[src/rtl/rpt_pkg.sv]
package rpt_pkg;

    localparam int unsigned PC_W_DEFAULT  = 16;
    localparam int unsigned CNT_W_DEFAULT = 16;

    // Number of low byte-address bits that select a byte within a 32-bit word
    localparam int unsigned WORD_SHIFT = 2;

    // Source of the next program counter
    typedef enum logic [1:0] {
        NPC_HOLD   = 2'd0,
        NPC_TARGET = 2'd1,
        NPC_LOOP   = 2'd2,
        NPC_SEQ    = 2'd3
    } npc_sel_e;

    // Pick the next-PC source from the retire event and the loop decision
    function automatic npc_sel_e pick_source(
        input logic retire,
        input logic redirect,
        input logic end_hit,
        input logic last_pass
    );
        npc_sel_e sel;
        if (!retire)                     sel = NPC_HOLD;
        else if (redirect)               sel = NPC_TARGET;
        else if (end_hit && !last_pass)  sel = NPC_LOOP;
        else                             sel = NPC_SEQ;
        return sel;
    endfunction

endpackage

[src/rtl/rpt_loop_regs.sv]
module rpt_loop_regs
    import rpt_pkg::*;
#(
    parameter int unsigned PC_W  = PC_W_DEFAULT,
    parameter int unsigned CNT_W = CNT_W_DEFAULT
) (
    input  logic             clk,
    input  logic             rst,
    input  logic             setup_valid,
    input  logic [PC_W+1:0]  setup_start_addr,
    input  logic [PC_W+1:0]  setup_end_addr,
    input  logic [CNT_W-1:0] setup_count,
    input  logic             end_hit,
    output logic             active,
    output logic [PC_W-1:0]  start_word,
    output logic [PC_W-1:0]  end_word,
    output logic [CNT_W-1:0] count,
    output logic             last_pass
);

    localparam logic [CNT_W-1:0] CNT_ONE = CNT_W'(1);

    logic [PC_W-1:0] setup_start_word;
    logic [PC_W-1:0] setup_end_word;
    logic            setup_arms;

    assign setup_start_word = setup_start_addr[PC_W+1:WORD_SHIFT];
    assign setup_end_word   = setup_end_addr[PC_W+1:WORD_SHIFT];
    assign setup_arms       = (setup_count != '0);
    assign last_pass        = (count == CNT_ONE);

    always_ff @(posedge clk) begin
        if (rst) begin
            active     <= 1'b0;
            start_word <= '0;
            end_word   <= '0;
            count      <= '0;
        end else if (setup_valid) begin
            active     <= setup_arms;
            start_word <= setup_start_word;
            end_word   <= setup_end_word;
            count      <= setup_count;
        end else if (end_hit) begin
            count <= count - CNT_ONE;
            if (last_pass) begin
                active <= 1'b0;
            end
        end
    end

    // an armed loop always has passes left
    a_r2_armed_has_passes: assert property (@(posedge clk) disable iff (rst)
        active |-> (count != '0));

    // a zero-count setup never arms
    a_r3_zero_count_idle: assert property (@(posedge clk) disable iff (rst)
        (setup_valid && (setup_count == '0)) |=> !active);

    // a pass with passes left counts down and stays armed
    a_r7_count_step: assert property (@(posedge clk) disable iff (rst)
        (end_hit && !setup_valid && (count > CNT_ONE)) |=>
            (active && (count == $past(count) - CNT_ONE)));

    // the final pass disarms with an empty count
    a_r8_final_pass: assert property (@(posedge clk) disable iff (rst)
        (end_hit && !setup_valid && (count == CNT_ONE)) |=>
            (!active && (count == '0)));

    // setup wins over a same-cycle decrement
    a_r11_setup_wins: assert property (@(posedge clk) disable iff (rst)
        setup_valid |=> (count == $past(setup_count)));

endmodule

[src/rtl/rpt_end_detect.sv]
module rpt_end_detect
    import rpt_pkg::*;
#(
    parameter int unsigned PC_W = PC_W_DEFAULT
) (
    input  logic            clk,
    input  logic            rst,
    input  logic            retire_valid,
    input  logic            redirect_valid,
    input  logic            active,
    input  logic [PC_W-1:0] pc,
    input  logic [PC_W-1:0] end_word,
    output logic            end_hit
);

    logic at_end;
    logic sequential_retire;

    assign at_end            = (pc == end_word);
    assign sequential_retire = retire_valid && !redirect_valid;
    assign end_hit           = sequential_retire && active && at_end;

    // a disarmed loop never takes a pass, whatever the stored end address
    a_r9_idle_no_pass: assert property (@(posedge clk) disable iff (rst)
        (!active && retire_valid) |-> !end_hit);

    // a redirecting packet never counts as a pass
    a_r5_redirect_no_pass: assert property (@(posedge clk) disable iff (rst)
        redirect_valid |-> !end_hit);

endmodule

[src/rtl/rpt_next_pc.sv]
module rpt_next_pc
    import rpt_pkg::*;
#(
    parameter int unsigned PC_W = PC_W_DEFAULT
) (
    input  logic            clk,
    input  logic            rst,
    input  logic [PC_W-1:0] reset_vec,
    input  logic            retire_valid,
    input  logic            redirect_valid,
    input  logic [PC_W-1:0] redirect_pc,
    input  logic            end_hit,
    input  logic            last_pass,
    input  logic [PC_W-1:0] start_word,
    output logic [PC_W-1:0] pc
);

    localparam logic [PC_W-1:0] PC_STEP = PC_W'(1);

    npc_sel_e        sel;
    logic [PC_W-1:0] pc_seq;
    logic [PC_W-1:0] pc_next;

    assign sel    = pick_source(retire_valid, redirect_valid, end_hit, last_pass);
    assign pc_seq = pc + PC_STEP;

    always_comb begin
        unique case (sel)
            NPC_TARGET: pc_next = redirect_pc;
            NPC_LOOP:   pc_next = start_word;
            NPC_SEQ:    pc_next = pc_seq;
            default:    pc_next = pc;
        endcase
    end

    always_ff @(posedge clk) begin
        if (rst) begin
            pc <= reset_vec;
        end else begin
            pc <= pc_next;
        end
    end

    // no retire, no movement
    a_r4_hold_pc: assert property (@(posedge clk) disable iff (rst)
        !retire_valid |=> $stable(pc));

    // a redirect lands on its target
    a_r5_take_target: assert property (@(posedge clk) disable iff (rst)
        (retire_valid && redirect_valid) |=> (pc == $past(redirect_pc)));

    // a plain retire steps one word
    a_r6_step_word: assert property (@(posedge clk) disable iff (rst)
        (retire_valid && !redirect_valid && !end_hit) |=>
            (pc == PC_W'($past(pc) + PC_STEP)));

    // a pass with passes left jumps back to the start
    a_r7_jump_back: assert property (@(posedge clk) disable iff (rst)
        (end_hit && !last_pass) |=> (pc == $past(start_word)));

    // the final pass falls through
    a_r8_fall_through: assert property (@(posedge clk) disable iff (rst)
        (end_hit && last_pass) |=> (pc == PC_W'($past(pc) + PC_STEP)));

endmodule

[src/rtl/rpt_loop_ctrl.sv]
module rpt_loop_ctrl
    import rpt_pkg::*;
#(
    parameter int unsigned PC_W  = PC_W_DEFAULT,
    parameter int unsigned CNT_W = CNT_W_DEFAULT
) (
    input  logic             clk,
    input  logic             rst,
    input  logic [PC_W-1:0]  reset_vec,
    input  logic             setup_valid,
    input  logic [PC_W+1:0]  setup_start_addr,
    input  logic [PC_W+1:0]  setup_end_addr,
    input  logic [CNT_W-1:0] setup_count,
    input  logic             retire_valid,
    input  logic             redirect_valid,
    input  logic [PC_W-1:0]  redirect_pc,
    output logic [PC_W-1:0]  pc,
    output logic             loop_active,
    output logic [CNT_W-1:0] loop_count
);

    logic            end_hit;
    logic            last_pass;
    logic [PC_W-1:0] start_word;
    logic [PC_W-1:0] end_word;

    rpt_loop_regs #(
        .PC_W  (PC_W),
        .CNT_W (CNT_W)
    ) u_regs (
        .clk              (clk),
        .rst              (rst),
        .setup_valid      (setup_valid),
        .setup_start_addr (setup_start_addr),
        .setup_end_addr   (setup_end_addr),
        .setup_count      (setup_count),
        .end_hit          (end_hit),
        .active           (loop_active),
        .start_word       (start_word),
        .end_word         (end_word),
        .count            (loop_count),
        .last_pass        (last_pass)
    );

    rpt_end_detect #(
        .PC_W (PC_W)
    ) u_detect (
        .clk            (clk),
        .rst            (rst),
        .retire_valid   (retire_valid),
        .redirect_valid (redirect_valid),
        .active         (loop_active),
        .pc             (pc),
        .end_word       (end_word),
        .end_hit        (end_hit)
    );

    rpt_next_pc #(
        .PC_W (PC_W)
    ) u_npc (
        .clk            (clk),
        .rst            (rst),
        .reset_vec      (reset_vec),
        .retire_valid   (retire_valid),
        .redirect_valid (redirect_valid),
        .redirect_pc    (redirect_pc),
        .end_hit        (end_hit),
        .last_pass      (last_pass),
        .start_word     (start_word),
        .pc             (pc)
    );

    // reset loads the vector and disarms the loop
    a_r1_reset_state: assert property (@(posedge clk)
        rst |=> ((pc == $past(reset_vec)) && !loop_active && (loop_count == '0)));

    // a redirect without setup leaves the loop state alone
    a_r10_branch_keeps_loop: assert property (@(posedge clk) disable iff (rst)
        (retire_valid && redirect_valid && !setup_valid) |=>
            ($stable(loop_active) && $stable(loop_count)));

endmodule

[config.mk]
export PLATFORM = sky130hd
export DESIGN_NAME = rpt_loop_ctrl
export DESIGN_NICKNAME = d
export VERILOG_FILES = /design/src/rtl/rpt_pkg.sv /design/src/rtl/rpt_loop_regs.sv /design/src/rtl/rpt_end_detect.sv /design/src/rtl/rpt_next_pc.sv /design/src/rtl/rpt_loop_ctrl.sv
export SDC_FILE = /design/constraint.sdc
export NUM_CORES = 1
export LEC_CHECK = 0
export ABC_CLOCK_PERIOD_IN_PS = 7900
export BUFFER_PORTS_ARGS = -buffer_cell sky130_fd_sc_hd__buf_2
export CORE_MARGIN = 4
export CORE_UTILIZATION = 54
export CTS_CLUSTER_DIAMETER = 150
export CTS_CLUSTER_SIZE = 40
export DETAILED_ROUTE_END_ITERATION = 7
export HOLD_SLACK_MARGIN = 0.12
export PLACE_DENSITY = 0.85
export REMOVE_ABC_BUFFERS = 1
export SYNTH_ARGS = -nofsm -noshare
export SYNTH_HDL_FRONTEND = slang
export SYNTH_HIERARCHICAL = 1
export SYNTH_SLANG_ARGS = --single-unit
[constraint.sdc]
create_clock -name clk -period 7.9 [get_ports clk]
set_input_delay 0.395 -clock clk [delete_from_list [all_inputs] [get_ports clk]]
set_output_delay 0.395 -clock clk [all_outputs]
set_load 0.02 [all_outputs]
==> flow_summary.ini, run 1 <==
[outcome]
status = completed

[grt]
antenna_found_initial = 0
grt_start_max_net_pins = 75
groute.usage.overall_pct = 25.2
grt_pass1_vias = 3264
grt_use_met1_pct = 32.0
met2_usage_pct = 39.5
gr-usage-met3_pct = 6.15
grt_pass1_wl_um = 15400
grt.overflow.total = 0
grt.busiest_layer = met2

[pwr]
p_leak_nw = 1.92
p_per_area_mw_per_mm2 = 188
ir_drop_mv = 0.108

[floorplan]
pin_count = 122
initial_core_util_pct = 55.6
core-area_mm2 = 0.00635
die-area_mm2 = 0.00790
die_h_um = 88.9
die_w_um = 88.9
fp-row-count = 29

[drt]
drc = 0
antenna_left = 0
vias_per_cell = 6.01
route.vias.total = 3451
wl_per_cell_um = 17.3
drtPass1Iterations = 5
wl_um = 9960
first_iter_violations = 304

[cells_and_area]
drive_gt1_share_pct = 28.8
area_growth_pct = 22.6
num_antenna_cells = 0
final_core_util_pct = 68.2
final_common_cell = buf_2
final_cell_mix = buf_2, nor2_1, dfxtp_1
final_nets = 584
num-fill-cells = 525

[timing]
timing.hold.ws_ns = 0.296
timing.final.ws_setup_ns = 4.27
min_period_ns = 3.63
grt_setup_unrepaired = false
max_freq_ghz = 0.276
slew_viol_final = 0
tightest_slew_ns = 1.18
hold_viol_final = 0
finClkSkew_ns = 0.00464
timing.slew.headroom_pct = 20.1
fin_crit_sh_pct = 45.9
finalSetupViolCount = 0
fin_setup_tns_ns = 0

[placed_design]
io_buffers = 117
pre_cts_ws_ns = 4.31
post-dp-hpwl_um = 7150
place_congestion = 0.838

[synthesis]
ys.flop_type = dfxtp_1
syn_area_per_cell_um2 = 9.20
ys_types = 52
synthCells = 384
post-synth-top-area-cell = dfxtp_1
synth_edf_count = 16
yosysTopAreaCellShare_pct = 27.8
ys_seq_area_share_pct = 41.4
synth_seq_cells = 65
syn_area_mm2 = 0.00353
synth_area_leaders = dfxtp_1, edfxtp_1, mux2i_1
synth_warnings = 6
async_flop_share_pct = 0

[clocking]
tritoncts = yes
numCtsBuffers = 9
cts.sinks = 65
clk_latency_ns = 0.33
htree_num_levels = 3
clock_path_buffers = 2
post_cts_buffers = 0
ctsHoldBuffers = 0
path_clk_slew_ns = 0.07
clockRootBuffer = clkbuf_8
cts_resized = 0

[run]
cap_violations = 0

[critical_path]
crit_slowest_cell = nor4bb_2
crit_chain = xor2_1, nor4_1, nand4_1, nor4_2, nor4bb_2, a221oi_1, o32ai_1, a21o_1
required_ns = 8.11
start_kind = flop
worstSetupPathType = flop to flop
cp.buffers_inverters = 0
path_delay_family = simple AND/OR/NAND/NOR gates
crit_fanout = 11
arrival_ns = 3.83
cpPeakStageDelay_ns = 1.07
cp-end-kind = flop

[min_path]
hp-class = input port to flop
-- final timing paths --
path                                                    startpoint                            endpoint  slack [ns]  cells after the start
worst max register to register               u_npc/pc[8]$_DFFE_PP_              u_npc/pc[11]$_DFFE_PP_        4.27                      8
worst min register to register  u_regs/start_word[10]$_SDFFE_PP0P_  u_regs/start_word[10]$_SDFFE_PP0P_        0.50                      2
worst max-delay path                         u_npc/pc[8]$_DFFE_PP_              u_npc/pc[11]$_DFFE_PP_        4.27                      8
worst min-delay path                          setup_start_addr[12]  u_regs/start_word[10]$_SDFFE_PP0P_        0.30                      3
-- cells in the mapped netlist (all sizes together), types with 6 or more instances --
cell    instances
nor4           15
xnor2           6
clkbuf         18
nor2           62
o21ai          15
edfxtp         16
nand4           8
inv            12
nand2          20
dfxtp          49
a211oi         11
a221oi         12
nand3           6
mux2i          32
a21oi           8
xor2           25
-- per-layer routing --
metal  wire [um]  vias to the layer above
met5           0                        -
met4         238                        0
met3         914                       23
met2        4750                      189
met1        4050                     1604
li1            -                     1635
-- metrics by stage --
stage	cell area, um^2	instances	total power [W]
final	4330	574	0.000813
after global routing	4330	574	0.000848
after CTS	4330	574	0.000814
after detailed placement	4150	558	0.000553
after global placement	4150	558	0.000546
after floorplan	3440	362	0.000483
-- state kept, by name (all words and copies together), names as in the netlist --
name and cells:
u_npc/pc 16, u_regs/end_word 16, u_regs/start_word 16, u_regs/active 1, u_regs/count 16
-- worst min-delay path: cells and delay by family --
| family | cells | cell delay, ns |
|---|---|---|
| buffers and inverters | 1 | 0.07 |
| and+or+nand+nor | 1 | 0.07 |
| muxes | 1 | 0.05 |
-- power by group --
| part | switching [W] | internal [W] | leakage, nW |
|---|---|---|---|
| clock network | 0.000123 | 0.000141 | 0.0956 |
| registers | 0.0000307 | 0.000367 | 0.568 |
| logic | 0.0000866 | 0.0000645 | 1.25 |
-- layout make-up --
| cell class | instances | area, um^2 | area share [%] |
|---|---|---|---|
| sequential | 65 | 1460 | 33.7 |
| timing repair buffer | 119 | 601 | 13.9 |
| tap | 77 | 96.3 | 2.22 |
| inverter | 13 | 48.8 | 1.13 |
| clock inverter | 2 | 10.0 | 0.231 |
| clock buffer | 14 | 174 | 4.02 |
| multi-input combinational | 284 | 1940 | 44.8 |
-- cell families after synthesis --
kind of cell             Yosys count  share of synthesized area [%]
AND/OR/NAND/NOR                  141                           21.1
XOR/XNOR                          31                           7.69
flip-flops                        65                           41.4
AO/OA/AOI/OAI                     77                           15.8
multiplexers                      32                           9.07
adder cells (fa/ha/maj)            3                           1.06
buffers and inverters             35                           3.86
No activity file was read; power rests on OpenSTA's default activity.
==> inputs of run 2 (changes only) <==
--- a/config.mk
+++ b/config.mk
@@ -5,15 +5,15 @@
 export SDC_FILE = /design/constraint.sdc
 export NUM_CORES = 1
 export LEC_CHECK = 0
-export ABC_CLOCK_PERIOD_IN_PS = 7900
+export ABC_CLOCK_PERIOD_IN_PS = 3300
 export BUFFER_PORTS_ARGS = -buffer_cell sky130_fd_sc_hd__buf_2
 export CORE_MARGIN = 4
-export CORE_UTILIZATION = 54
+export CORE_UTILIZATION = 46
 export CTS_CLUSTER_DIAMETER = 150
 export CTS_CLUSTER_SIZE = 40
 export DETAILED_ROUTE_END_ITERATION = 7
 export HOLD_SLACK_MARGIN = 0.12
-export PLACE_DENSITY = 0.85
+export PLACE_DENSITY = 0.77
 export REMOVE_ABC_BUFFERS = 1
 export SYNTH_ARGS = -nofsm -noshare
 export SYNTH_HDL_FRONTEND = slang
==> constraint.sdc (replaced) <==
create_clock -name clk -period 3.3 [get_ports clk]
set_input_delay 0.165 -clock clk [delete_from_list [all_inputs] [get_ports clk]]
set_output_delay 0.165 -clock clk [all_outputs]
set_load 0.02 [all_outputs]
==> flow_summary.ini, run 2 (synthesis results as in run 1) <==
[critical_path]
crit_chain = xor2_1, nor4_1, nand4_1, nor4_2, buf_4, nor3b_2, nand4_2, or3_1, a311oi_1
path_delay_family = simple AND/OR/NAND/NOR gates
r2r_start = u_npc/pc[8]$_DFFE_PP_
crit_slowest_cell = edfxtp_1
arrival_ns = 3.14
start_kind = flop
worstSetupPathType = flop to flop
cp-end-kind = flop
crit_fanout = 11
crit_start = u_npc/pc[8]$_DFFE_PP_
cp.buffers_inverters = 1
required_ns = 3.53
cpPeakStageDelay_ns = 0.53

[clocking]
clock_path_buffers = 2
clk_latency_ns = 0.33
clockRootBuffer = clkbuf_8
numCtsBuffers = 9
cts.sinks = 65
path_clk_slew_ns = 0.07
htree_num_levels = 3
post_cts_buffers = 0
tritoncts = yes

[pwr]
ir_drop_mv = 0.234
p_leak_nw = 2.16
p_per_area_mw_per_mm2 = 410

[cells_and_area]
final_nets = 639
drive_gt1_share_pct = 28.1
final_common_cell = buf_2
area_growth_pct = 38.2
num-fill-cells = 618
final_cell_mix = buf_2, nor2_1, dfxtp_1
num_antenna_cells = 0

[timing]
hold_viol_final = 0
fin_setup_tns_ns = 0
timing.slew.headroom_pct = 48.1
max_freq_ghz = 0.343
slew_viol_final = 0
finClkSkew_ns = 0.0147
finalSetupViolCount = 0
timing.hold.ws_ns = 0.131
min_period_ns = 2.91
grt_setup_unrepaired = false
fin_crit_sh_pct = 88.3
tightest_slew_ns = 0.778

[drt]
route.vias.total = 3636
drc = 0
drtPass1Iterations = 5
antenna_left = 0
wl_per_cell_um = 16.6
vias_per_cell = 5.59
first_iter_violations = 245
wl_um = 10800

[min_path]
hp-class = input port to flop
hold_start = setup_count[9]

[floorplan]
pin_count = 122
die_w_um = 95.6
initial_core_util_pct = 47.9
fp-row-count = 31
core-area_mm2 = 0.00737
die-area_mm2 = 0.00914
die_h_um = 95.6

[grt]
groute.usage.overall_pct = 23.7
met2_usage_pct = 38.4
grt_start_max_net_pins = 45
gr-usage-met3_pct = 4.74
grt_use_met1_pct = 30.9
grt.overflow.total = 0
antenna_found_initial = 0
grt_pass1_wl_um = 16700
grt.busiest_layer = met2
grt_pass1_vias = 3415

[placed_design]
post-dp-hpwl_um = 7510
io_buffers = 117
place_congestion = 0.900

[outcome]
status = completed

[run]
cap_violations = 0
[run 2: cell count changes in the layout (fill, tap and decap cells not counted)]
| cell | before | now |
|---|---|---|
| buf_4 | 2 | 13 |
| dlygate4sd3_1 | 0 | 44 |
| clkbuf_16 | 1 | 0 |
| inv_4 | 0 | 1 |
| clkinv_2 | 2 | 1 |
| clkbuf_1 | 3 | 2 |
| clkbuf_8 | 10 | 12 |
[run 2: path summary, 6_finish.rpt]
path	end	slack, ns	cells past startpoint
max	u_regs/count[15]$_SDFFE_PP0P_	0.39	9
min	u_regs/count[9]$_SDFFE_PP0P_	0.13	3
max reg2reg	u_regs/count[15]$_SDFFE_PP0P_	0.39	9
min reg2reg	u_regs/start_word[12]$_SDFFE_PP0P_	0.51	2
[run 2: layout make-up]
class	count	area (um^2)	share of cell area [%]
multi-input cells	284	1940	39.7
flip-flops and latches	65	1460	29.9
repair buffers	174	1120	23.0
clock buffers	14	173	3.54
well taps	99	124	2.54
inverters	13	48.8	1.00
clock inverters	2	11.3	0.231
[run 2: per-layer routing]
layer | vias to the layer above | wire length (um) | share of wire, %
met4 | 0 | 287 | 2.6
met1 | 1677 | 4560 | 42
met3 | 34 | 747 | 6.9
met5 | - | 0 | 0
li1 | 1752 | - | -
met2 | 173 | 5240 | 48
[run 2: metrics by stage]
step	power, W	area (um^2)	worst slack [ns]	instances	util (%)
floorplan	0.00116	3440	0.107	362	-
global route	0.00210	4880	0.152	651	66.2
finish	0.00200	4880	0.388	651	66.2
global placement	0.00133	4260	0.594	591	57.8
CTS	0.00201	4880	0.429	651	66.2
detailed placement	0.00134	4260	0.461	591	57.8
[run 2: what timing repair did]
item	4_1_cts	5_1_grt
hold buffers	44	0
gates resized for setup	0	0
hold endpoints to repair	44	0
[run 2: worst min-delay path, stage by stage]
cell      delay, ns
buf_2          0.11
nor2_1         0.08
a211oi_1       0.06
[run 2: power by group]
group	total (W)	internal (W)	switching [W]	leakage [nW]
Clock	0.000631	0.000335	0.000296	0.0970
Combinational	0.000425	0.000199	0.000226	1.49
Sequential	0.000945	0.000879	0.0000663	0.568
